==> config.mk <==
export PLATFORM = sky130hd
export DESIGN_NAME = pci_cfg_addr_gen
export DESIGN_NICKNAME = d
export VERILOG_FILES = /design/src/rtl/pci_cfg_pkg.sv /design/src/rtl/pci_cfg_rst_sync.sv /design/src/rtl/pci_cfg_decode.sv /design/src/rtl/pci_cfg_seq.sv /design/src/rtl/pci_cfg_parity.sv /design/src/rtl/pci_cfg_addr_gen.sv
export SDC_FILE = /design/constraint.sdc
export NUM_CORES = 1
export LEC_CHECK = 0
export CAP_MARGIN = 10
export CORE_MARGIN = 5
export CORE_UTILIZATION = 48
export DETAILED_ROUTE_END_ITERATION = 12
export GPL_ROUTABILITY_DRIVEN = 0
export GPL_TIMING_DRIVEN = 0
export PLACE_DENSITY = 0.85
export RECOVER_POWER = 50
export SKIP_CTS_REPAIR_TIMING = 1
export SLEW_MARGIN = 20
export SYNTH_ARGS = -nofsm -noshare
export SYNTH_HDL_FRONTEND = slang
export SYNTH_SLANG_ARGS = --single-unit
==> constraint.sdc <==
create_clock -name clk -period 1.8 [get_ports clk]
set_input_delay 0.18 -clock clk [delete_from_list [all_inputs] [get_ports clk]]
set_output_delay 0.18 -clock clk [all_outputs]
set_load 0.01 [all_outputs]
==> src/rtl/pci_cfg_pkg.sv <==
package pci_cfg_pkg;

  typedef enum logic [2:0] {
    KIND_NONE    = 3'd0,
    KIND_TYPE0   = 3'd1,
    KIND_TYPE1   = 3'd2,
    KIND_IACK    = 3'd3,
    KIND_SPECIAL = 3'd4
  } cyc_kind_e;

  typedef enum logic [1:0] {
    ST_IDLE = 2'd0,
    ST_STEP = 2'd1,
    ST_ADDR = 2'd2,
    ST_HAND = 2'd3
  } seq_state_e;

  localparam int unsigned CBE_W = 4;

  localparam logic [CBE_W-1:0] CMD_IACK    = 4'b0000;
  localparam logic [CBE_W-1:0] CMD_SPECIAL = 4'b0001;
  localparam logic [CBE_W-1:0] CMD_CFG_RD  = 4'b1010;
  localparam logic [CBE_W-1:0] CMD_CFG_WR  = 4'b1011;

  // configuration kinds carry an address-stepping clock before framing
  function automatic logic kind_steps(cyc_kind_e k);
    return (k == KIND_TYPE0) || (k == KIND_TYPE1);
  endfunction

endpackage

==> src/rtl/pci_cfg_rst_sync.sv <==
module pci_cfg_rst_sync #(
  parameter int unsigned STAGES = 2
) (
  input  logic clk,
  input  logic rst_n,
  output logic rst_sync_n
);

  logic [STAGES-1:0] chain_q;
  logic [STAGES-1:0] chain_d;

  always_comb begin
    chain_d = {chain_q[STAGES-2:0], 1'b1};
  end

  always_ff @(posedge clk or negedge rst_n) begin
    if (!rst_n) begin
      chain_q <= '0;
    end else begin
      chain_q <= chain_d;
    end
  end

  assign rst_sync_n = chain_q[STAGES-1];

endmodule

==> src/rtl/pci_cfg_decode.sv <==
module pci_cfg_decode
  import pci_cfg_pkg::*;
#(
  parameter int unsigned AD_W       = 32,
  parameter int unsigned BUS_W      = 8,
  parameter int unsigned DEV_W      = 5,
  parameter int unsigned FUNC_W     = 3,
  parameter int unsigned REG_W      = 6,
  parameter int unsigned IDSEL_BASE = 16
) (
  input  logic              enable,
  input  logic              write,
  input  logic [BUS_W-1:0]  bus,
  input  logic [DEV_W-1:0]  dev,
  input  logic [FUNC_W-1:0] func,
  input  logic [REG_W-1:0]  regn,
  output cyc_kind_e         kind,
  output logic [AD_W-1:0]   ad,
  output logic [CBE_W-1:0]  cbe
);

  localparam int unsigned RSV_W     = AD_W - 1 - BUS_W - DEV_W - FUNC_W - REG_W - 2;
  localparam int unsigned NUM_IDSEL = AD_W - IDSEL_BASE;
  localparam int unsigned GAP_W     = IDSEL_BASE - FUNC_W - REG_W - 2;

  logic [NUM_IDSEL-1:0] idsel;
  logic [AD_W-1:0]      image;
  logic                 local_bus;
  logic                 ack_pattern;
  logic [CBE_W-1:0]     cfg_cmd;

  // one IDSEL line per low device number; higher numbers select nothing
  for (genvar n = 0; n < NUM_IDSEL; n++) begin : g_idsel
    assign idsel[n] = (dev == DEV_W'(n));
  end

  always_comb begin
    local_bus   = (bus == '0);
    ack_pattern = (dev == '1) && (func == '1) && (regn == '0);
    image       = {1'b1, {RSV_W{1'b0}}, bus, dev, func, regn, 2'b00};
    cfg_cmd     = write ? CMD_CFG_WR : CMD_CFG_RD;
  end

  always_comb begin
    kind = KIND_NONE;
    ad   = '0;
    cbe  = CMD_CFG_RD;
    if (!enable) begin
      kind = KIND_NONE;
    end else if (!local_bus) begin
      kind = KIND_TYPE1;
      ad   = {image[AD_W-1:2], 2'b01};
      cbe  = cfg_cmd;
    end else if (ack_pattern) begin
      kind = write ? KIND_SPECIAL : KIND_IACK;
      ad   = image;
      cbe  = write ? CMD_SPECIAL : CMD_IACK;
    end else begin
      kind = KIND_TYPE0;
      ad   = {idsel, {GAP_W{1'b0}}, func, regn, 2'b00};
      cbe  = cfg_cmd;
    end
  end

endmodule

==> src/rtl/pci_cfg_seq.sv <==
module pci_cfg_seq
  import pci_cfg_pkg::*;
#(
  parameter int unsigned AD_W       = 32,
  parameter int unsigned IDSEL_BASE = 16
) (
  input  logic             clk,
  input  logic             rst_n,
  input  logic             req_valid,
  output logic             req_ready,
  input  cyc_kind_e        kind_in,
  input  logic [AD_W-1:0]  ad_in,
  input  logic [CBE_W-1:0] cbe_in,
  input  logic             data_ack,
  output logic [AD_W-1:0]  ad_out,
  output logic [CBE_W-1:0] cbe_out,
  output logic             bus_oe,
  output logic             frame_n,
  output logic             addr_phase,
  output logic             addr_done
);

  seq_state_e       state_q, state_d;
  cyc_kind_e        kind_q;
  logic [AD_W-1:0]  ad_q;
  logic [CBE_W-1:0] cbe_q;
  logic             accept;
  logic             load;

  always_comb begin
    accept = req_valid && (state_q == ST_IDLE);
    load   = accept && (kind_in != KIND_NONE);
  end

  always_comb begin
    state_d = state_q;
    unique case (state_q)
      ST_IDLE: if (load) state_d = kind_steps(kind_in) ? ST_STEP : ST_ADDR;
      ST_STEP: state_d = ST_ADDR;
      ST_ADDR: state_d = ST_HAND;
      ST_HAND: if (data_ack) state_d = ST_IDLE;
      default: state_d = ST_IDLE;
    endcase
  end

  always_ff @(posedge clk or negedge rst_n) begin
    if (!rst_n) begin
      state_q <= ST_IDLE;
    end else begin
      state_q <= state_d;
    end
  end

  // address image captured once per accepted cycle, held through the phase
  always_ff @(posedge clk or negedge rst_n) begin
    if (!rst_n) begin
      kind_q <= KIND_NONE;
      ad_q   <= '0;
      cbe_q  <= '0;
    end else if (load) begin
      kind_q <= kind_in;
      ad_q   <= ad_in;
      cbe_q  <= cbe_in;
    end
  end

  always_comb begin
    req_ready  = (state_q == ST_IDLE);
    bus_oe     = (state_q == ST_STEP) || (state_q == ST_ADDR);
    frame_n    = (state_q != ST_ADDR);
    addr_phase = (state_q == ST_ADDR);
    addr_done  = (state_q == ST_HAND);
    ad_out     = ad_q;
    cbe_out    = cbe_q;
  end

  AST_STEP_BEFORE_FRAME: assert property (@(posedge clk) disable iff (!rst_n)
    (state_q == ST_ADDR && kind_steps(kind_q)) |-> ($past(state_q) == ST_STEP));

  AST_STEP_ADDR_HELD: assert property (@(posedge clk) disable iff (!rst_n)
    (state_q == ST_ADDR && kind_steps(kind_q)) |-> ($stable(ad_q) && $stable(cbe_q)));

  AST_TYPE1_LOW_BITS: assert property (@(posedge clk) disable iff (!rst_n)
    (bus_oe && kind_q == KIND_TYPE1) |-> (ad_out[1:0] == 2'b01));

  AST_TYPE0_IDSEL: assert property (@(posedge clk) disable iff (!rst_n)
    (bus_oe && kind_q == KIND_TYPE0) |-> ($onehot0(ad_out[AD_W-1:IDSEL_BASE]) && ad_out[1:0] == 2'b00));

  AST_IACK_COMMAND: assert property (@(posedge clk) disable iff (!rst_n)
    (bus_oe && kind_q == KIND_IACK) |-> (cbe_out == CMD_IACK));

  AST_DISABLED_NO_CYCLE: assert property (@(posedge clk) disable iff (!rst_n)
    (accept && kind_in == KIND_NONE) |=> (state_q == ST_IDLE));

  AST_DONE_HOLD: assert property (@(posedge clk) disable iff (!rst_n)
    (addr_done && !data_ack) |=> (addr_done && !req_ready));

endmodule

==> src/rtl/pci_cfg_parity.sv <==
module pci_cfg_parity
  import pci_cfg_pkg::*;
#(
  parameter int unsigned AD_W = 32
) (
  input  logic             clk,
  input  logic             rst_n,
  input  logic             addr_phase,
  input  logic [AD_W-1:0]  ad,
  input  logic [CBE_W-1:0] cbe,
  output logic             par,
  output logic             par_oe
);

  logic par_q, par_d;
  logic oe_q;

  always_comb begin
    par_d = addr_phase ? ^{ad, cbe} : par_q;
  end

  always_ff @(posedge clk or negedge rst_n) begin
    if (!rst_n) begin
      par_q <= 1'b0;
      oe_q  <= 1'b0;
    end else begin
      par_q <= par_d;
      oe_q  <= addr_phase;
    end
  end

  assign par    = par_q;
  assign par_oe = oe_q;

  AST_PAR_EVEN: assert property (@(posedge clk) disable iff (!rst_n)
    par_oe |-> ((^{$past(ad), $past(cbe), par}) == 1'b0));

  AST_PAR_TIMING: assert property (@(posedge clk) disable iff (!rst_n)
    addr_phase |=> par_oe);

endmodule

==> src/rtl/pci_cfg_addr_gen.sv <==
module pci_cfg_addr_gen
  import pci_cfg_pkg::*;
#(
  parameter int unsigned AD_W       = 32,
  parameter int unsigned BUS_W      = 8,
  parameter int unsigned DEV_W      = 5,
  parameter int unsigned FUNC_W     = 3,
  parameter int unsigned REG_W      = 6,
  parameter int unsigned IDSEL_BASE = 16
) (
  input  logic              clk,
  input  logic              rst_n,
  input  logic              req_valid,
  input  logic              req_write,
  output logic              req_ready,
  input  logic              cfg_enable,
  input  logic [BUS_W-1:0]  cfg_bus,
  input  logic [DEV_W-1:0]  cfg_dev,
  input  logic [FUNC_W-1:0] cfg_func,
  input  logic [REG_W-1:0]  cfg_reg,
  output logic [AD_W-1:0]   ad_out,
  output logic              ad_oe,
  output logic [3:0]        cbe_out,
  output logic              cbe_oe,
  output logic              frame_n,
  output logic              par_out,
  output logic              par_oe,
  output logic              addr_done,
  input  logic              data_ack
);

  logic             rst_sync_n;
  cyc_kind_e        dec_kind;
  logic [AD_W-1:0]  dec_ad;
  logic [CBE_W-1:0] dec_cbe;
  logic             bus_oe;
  logic             addr_phase;

  pci_cfg_rst_sync #(.STAGES(2)) u_rst (
    .clk        (clk),
    .rst_n      (rst_n),
    .rst_sync_n (rst_sync_n)
  );

  pci_cfg_decode #(
    .AD_W(AD_W), .BUS_W(BUS_W), .DEV_W(DEV_W),
    .FUNC_W(FUNC_W), .REG_W(REG_W), .IDSEL_BASE(IDSEL_BASE)
  ) u_dec (
    .enable (cfg_enable),
    .write  (req_write),
    .bus    (cfg_bus),
    .dev    (cfg_dev),
    .func   (cfg_func),
    .regn   (cfg_reg),
    .kind   (dec_kind),
    .ad     (dec_ad),
    .cbe    (dec_cbe)
  );

  pci_cfg_seq #(.AD_W(AD_W), .IDSEL_BASE(IDSEL_BASE)) u_seq (
    .clk        (clk),
    .rst_n      (rst_sync_n),
    .req_valid  (req_valid),
    .req_ready  (req_ready),
    .kind_in    (dec_kind),
    .ad_in      (dec_ad),
    .cbe_in     (dec_cbe),
    .data_ack   (data_ack),
    .ad_out     (ad_out),
    .cbe_out    (cbe_out),
    .bus_oe     (bus_oe),
    .frame_n    (frame_n),
    .addr_phase (addr_phase),
    .addr_done  (addr_done)
  );

  pci_cfg_parity #(.AD_W(AD_W)) u_par (
    .clk        (clk),
    .rst_n      (rst_sync_n),
    .addr_phase (addr_phase),
    .ad         (ad_out),
    .cbe        (cbe_out),
    .par        (par_out),
    .par_oe     (par_oe)
  );

  assign ad_oe  = bus_oe;
  assign cbe_oe = bus_oe;

endmodule

Word-level counts from Yosys, hierarchy flattened
Cells that the tools add are included.
{"block": "totals", "regBits": 42, "latchBits": 0, "mem_bits_rw": 0, "romBits": 0, "output_inout_bits": 43, "elab_cells": 60, "n_memories": 0}
{"block": "op_classes", "add_sub_neg": 0, "mul": 0, "div_mod_pow": 0, "order_cmp": 0, "eq_ne": 25, "n_shift": 0, "muxes": 16, "n_bitwise": 0, "n_reduce_logical": 13}
{"cell": "2-to-1 mux 32 bit", "count": 3}
{"cell": "equality test 5 x 4 -> 1 bit, second input constant", "count": 8}
{"cell": "parity 36 bit", "count": 1}
{"cell": "equality test 5 x 3 -> 1 bit, second input constant", "count": 4}
{"cell": "2-to-1 mux 3 bit", "count": 4}
{"cell": "2-to-1 mux 4 bit", "count": 3}
{"cell": "equality test 5 x 2 -> 1 bit, second input constant", "count": 2}
{"cell": "zero test 8 bit", "count": 1}
{"cell": "one-hot mux 2 bit (4 select lines)", "count": 1}
{"cell": "zero test 6 bit", "count": 1}
{"cell": "2-to-1 mux 2 bit", "count": 3}
{"cell": "equality test 5 x 1 -> 1 bit, second input constant", "count": 1}
{"cell": "equality test 5 bit, second input constant", "count": 1}
{"cell": "zero test 5 bit", "count": 1}
{"cell": "equality test 2 bit, second input constant", "count": 2}
{"cell": "logical AND 1 bit", "count": 4}
{"cell": "!= test 2 x 1 -> 1 bit, second input constant", "count": 2}
{"cell": "equality test 3 x 1 -> 1 bit, second input constant", "count": 1}
{"cell": "equality test 3 x 2 -> 1 bit, second input constant", "count": 1}
{"cell": "equality test 3 bit, second input constant", "count": 1}
{"cell": "nonzero test 3 bit", "count": 1}
{"cell": "equality test 2 x 1 -> 1 bit, second input constant", "count": 1}
{"cell": "zero test 2 bit", "count": 1}
{"cell": "logical OR 1 bit", "count": 2}
{"cell": "3 further kinds", "count": 4}

Depth between registers and ports, before layout
{"block": "depth", "depth_word": 11, "ltp_mapped": 7, "depth_no_buf": 6}

By module
From an unflattened synthesis, not the netlist that was laid out.
{"block": "hier_totals", "cells_unflattened": 225, "area_unflattened_um2": 2528.7}
{"module": "pci_cfg_seq", "instances": 1, "cells_per_inst": 95, "area_per_inst_um2": 1532.7, "seq_area_each_um2": 950.9}
{"module": "pci_cfg_decode", "instances": 1, "cells_per_inst": 88, "area_per_inst_um2": 564.3, "seq_area_each_um2": 0.0}
{"module": "pci_cfg_parity", "instances": 1, "cells_per_inst": 38, "area_per_inst_um2": 370.4, "seq_area_each_um2": 50.0}
{"module": "pci_cfg_rst_sync", "instances": 1, "cells_per_inst": 3, "area_per_inst_um2": 53.8, "seq_area_each_um2": 50.0}
{"module": "pci_cfg_addr_gen", "instances": 1, "cells_per_inst": 1, "area_per_inst_um2": 7.5, "seq_area_each_um2": 0.0}

Worst setup path after synthesis
OpenSTA, ideal clock, no wires.
{"block": "synth_timing", "kind": "reg-to-reg", "startpoint": "reg u_seq.state_q[0]", "endpoint": "reg u_seq.ad_q[11] (netlist: u_seq.ad_out[11])", "setup_time_ns": 0.121, "arrival_ns": 1.432, "path_slack_ns": 0.247, "stages_incl_launch_ff": 6, "period_less_slack_ns": 1.553, "cell_sequence": "dfrtp_1 inv_1 ha_1 nand3_1 clkbuf_1 a22o_1"}
{"block": "synth_via", "elab_chain_len": 3}
{"element": "start: declaration", "line_no": "pci_cfg_seq.sv:23", "rtl": "seq_state_e state_q, state_d;"}
{"element": "start signal: assignment", "line_no": "pci_cfg_seq.sv:50", "rtl": "state_q <= state_d;"}
{"element": "zero test 2 bit"}
{"element": "named net req_ready", "line_no": "pci_cfg_addr_gen.sv:15", "rtl": "output logic req_ready,"}
{"element": "logical AND 1 bit", "line_no": "pci_cfg_seq.sv:31", "rtl": "accept = req_valid && (state_q == ST_IDLE);"}
{"element": "logical AND 1 bit", "line_no": "pci_cfg_seq.sv:32", "rtl": "load = accept && (kind_in != KIND_NONE);"}
{"element": "end signal: assignment", "line_no": "pci_cfg_seq.sv:62", "rtl": "ad_q <= ad_in;"}
{"element": "end: declaration", "line_no": "pci_cfg_seq.sv:25", "rtl": "logic [AD_W-1:0] ad_q;"}
The timed path passes the listed nets, and every way through them passes these cells.
A chain may end at the register's enable or synchronous reset.

Worst setup path in the final report
{"block": "layout_timing", "startpoint": "in cfg_reg[0]", "endpoint": "reg u_seq.state_q[0]"}
{"block": "layout_via", "elab_chain_len": 10, "word_cells_on_any_way": 15, "cone_classes": "eq/ne (3); mux (6); reduce/logical (6)"}
{"element": "start: declaration", "line_no": "pci_cfg_addr_gen.sv:20", "rtl": "input logic [REG_W-1:0] cfg_reg,"}
{"element": "zero test 6 bit *", "line_no": "pci_cfg_decode.sv:39", "rtl": "ack_pattern = (dev == '1) && (func == '1) && (regn == '0);"}
{"element": "logical AND 1 bit *", "line_no": "pci_cfg_decode.sv:39"}
{"element": "2-to-1 mux 3 bit *", "line_no": "pci_cfg_decode.sv:54", "rtl": "end else if (ack_pattern) begin"}
{"element": "2-to-1 mux 3 bit *", "line_no": "pci_cfg_decode.sv:50", "rtl": "end else if (!local_bus) begin"}
{"element": "2-to-1 mux 3 bit *", "line_no": "pci_cfg_decode.sv:48", "rtl": "if (!enable) begin"}
{"element": "equality test 3 x 1 -> 1 bit / equality test 3 x 2 -> 1 bit (equally long branches)", "line_no": "pci_cfg_pkg.sv:27", "rtl": "return (k == KIND_TYPE0) || (k == KIND_TYPE1);"}
{"element": "logical OR 1 bit", "line_no": "pci_cfg_pkg.sv:27"}
{"element": "2-to-1 mux 2 bit (2 in a row)", "line_no": "pci_cfg_seq.sv:38", "rtl": "ST_IDLE: if (load) state_d = kind_steps(kind_in) ? ST_STEP : ST_ADDR;"}
{"element": "one-hot mux 2 bit (4 select lines)", "line_no": "pci_cfg_seq.sv:37", "rtl": "unique case (state_q)"}
Every way passes the cells marked *; elsewhere a longest branch is shown, timed or not. The select of a mux whose other input is x is not followed.

==> flow_summary.json <==
{
  "vias": 1745,
  "io_pins": 71,
  "cts_made_buffers": 5,
  "slowest_stage": "nor4_1",
  "yosys.area.top_type": "dfrtp_1",
  "yosysUniqueCellTypes": 33,
  "cp_num_cells": 7,
  "cts_tree": "done",
  "relSlewSlack": 0.5822,
  "synth_area_um2": 1979,
  "drc": 0,
  "grt_use_total": 0.1979,
  "grt_antenna_before_repair": 0,
  "syn_avg_cell_area_um2": 9.703,
  "max_cap_viol_count": 0,
  "post-route-period-util": 0.9331,
  "start_util": 0.4948,
  "finalSetupViolCount": 0,
  "cts_root_buffer": "clkbuf_8",
  "fmax_ghz": 0.5954,
  "grt_pass1_vias": 1747,
  "critPathMaxFanout": 4,
  "first_iter_violations": 100,
  "start_kind": "input pin",
  "antenna_cells": 0,
  "worstSetupPathType": "input pin to register",
  "finalHoldViolCount": 0,
  "whs_ps": 105.0,
  "viasPerCell": 5.288,
  "hold_path.class": "input pin to async pin",
  "ant_nets": 0,
  "die_height_um": 74.22,
  "period_minus_slack_ps": 1680,
  "path_cells": "clkdlybuf4s50_1 > nor4_1 > nand4_1 > nor2_1 > o22ai_1 > nand2_1 > o21ai_0",
  "synth_edf_count": 0,
  "finClkSkew_ps": 3.761,
  "max_stage_delay_ps": 470,
  "dpl.hpwl_mm": 3.905,
  "critPathRequiredTime_ps": 1980,
  "synth_ff_type": "dfrtp_1",
  "outcome": "complete, no violations",
  "slew_violations": 0,
  "ys_ff_latch": 39,
  "synth_top_area_share": 0.4930,
  "clock_latency_ps": 300,
  "r2r-start": "u_seq.state_q[0]",
  "wl_per_cell_um": 15.68,
  "grt_pass1_wl_mm": 8.128,
  "r2r-end": "u_seq.ad_out[13]",
  "row_count": 23,
  "gr-total-overflow": 0,
  "grt_max_degree": 26,
  "ys_seq_area_frac": 0.4930,
  "chipWidth_um": 74.22,
  "dieArea_um2": 5508,
  "clkTransAtPathRegs_ps": 70,
  "p_per_area_nw_per_um2": 1818,
  "nets": 310,
  "synthCells": 204,
  "worst-path-buf-inv": 1,
  "rrSetupSlack_ps": 140,
  "yosysWarnings": 0,
  "cts_buffer_depth": 2,
  "synth.area.top_cells": "dfrtp_1, xnor2_1, nand2_1, o21ai_0, a22o_1",
  "cts.htree.levels": 2,
  "worstPathArrival_ps": 1860,
  "finalWirelength_mm": 5.173,
  "leakagePower_uw": 0.001285,
  "async_reset_ff_frac": 1.000,
  "drtPass1Iterations": 4,
  "worst_slew_pin_slew_ps": 626.7,
  "core_region_area_um2": 4000,
  "critical-path-top-delay-family": "simple AND/OR/NAND/NOR gates",
  "critPathCaptureType": "register",
  "setup_tns_ps": 0,
  "worstRegToRegCells": 5,
  "numPortBuffers": 66,
  "drive_gt1_frac": 0.07857,
  "cts_sinks": 39,
  "ir_drop_v": 0.001295,
  "areaGrowthSynthToFinish_pct": 42.79
}
metal layers:
layer  vias to the layer above  wire [um]  global-route usage
met2                        67       2583              0.3238
li1                        830          -                   -
met1                       838       2105              0.2448
met5                         -          0                   0
met4                         0         73             0.07708
met3                        10        410             0.06351
sequential cells by signal, indices dropped and copies added (netlist names):
signal	cells
u_par.par_oe	1
u_rst.chain_q	2
u_seq.ad_out	31
u_seq.state_q	2
u_par.par	1
u_seq.cbe_out	2
cells in the final DEF (no fill, tap or decap), types with 5 or more instances in the layout:
cell type,synthesis,final
nand2_1,48,48
clkdlybuf4s50_1,0,44
dfrtp_1,39,39
xnor2_1,27,27
dlygate4sd3_1,0,18
o21ai_0,15,15
a31oi_1,7,7
a22o_1,7,7
clkbuf_8,0,7
inv_1,6,6
nor2_1,6,6
nor2b_1,5,5
worst max path at each step:
stage | to | startpoint
floorplan | u_seq.ad_out[11] | u_seq.state_q[0]
global placement | u_seq.state_q[0] | cfg_reg[0]
detailed placement | u_seq.state_q[0] | cfg_reg[0]
CTS | cbe_oe | u_seq.state_q[1]
global route | u_seq.ad_out[6] | u_seq.state_q[0]
finish | u_seq.state_q[0] | cfg_reg[0]
layout make-up:
| class | count | area (um2) |
|---|---|---|
| timing repair buffer | 67 | 675.6 |
| multi-input combinational | 149 | 928.4 |
| buffer | 11 | 61.31 |
| clock buffer | 8 | 100.1 |
| fill | 322 | 1174 |
| sequential | 39 | 975.9 |
| tap | 50 | 62.56 |
| inverter | 6 | 22.52 |
cell usage after synthesis (all sizes together), types with 2 or more instances:
cell and n:
inv 6, ha 3, nor4 3, xnor2 27
a21oi 3, a22o 7, nand3 3, buf 7
nand2 49, a31oi 7, nor2b 5, o21ai 15
conb 2, dfrtp 39, xor2 4, nand4 2
nor2 8, a41oi 2, clkbuf 4
power breakdown:
part	switching [uW]	internal, uW	total, uW
Clock	309	350	659
Combinational	1360	1630	3000
Sequential	282	1200	1480
worst reg2reg max path, stage by stage (launching register included):
cell and delay [ps]:
dfrtp_1 380, inv_1 100, ha_2 250, nand3_1 280
clkbuf_2 280, a22o_1 260
kinds of logic after synthesis:
group	count (synthesis)	share of synthesized area
XOR/XNOR	31	0.1372
buffers and inverters	17	0.04108
other	2	0.003794
AND/OR/NAND/NOR	73	0.1757
flip-flops	39	0.4930
AO/OA/AOI/OAI	39	0.1302
adder cells (fa/ha/maj)	3	0.01897
per-stage QoR:
| step | cell area, um2 | cells | setup slack, ps | util | power, uW |
|---|---|---|---|---|---|
| CTS | 2828 | 330 | -60.55 | 0.7069 | 5263 |
| finish | 2826 | 330 | 120.4 | 0.7066 | 5138 |
| floorplan | 1983 | 205 | 247.1 | - | 3367 |
| detailed placement | 2728 | 322 | -123.8 | 0.6819 | 4574 |
| global placement | 2706 | 321 | -81.07 | 0.6766 | 4492 |
| global route | 2826 | 330 | -7.490 | 0.7066 | 5448 |
Power figures use the tool's default switching activity.
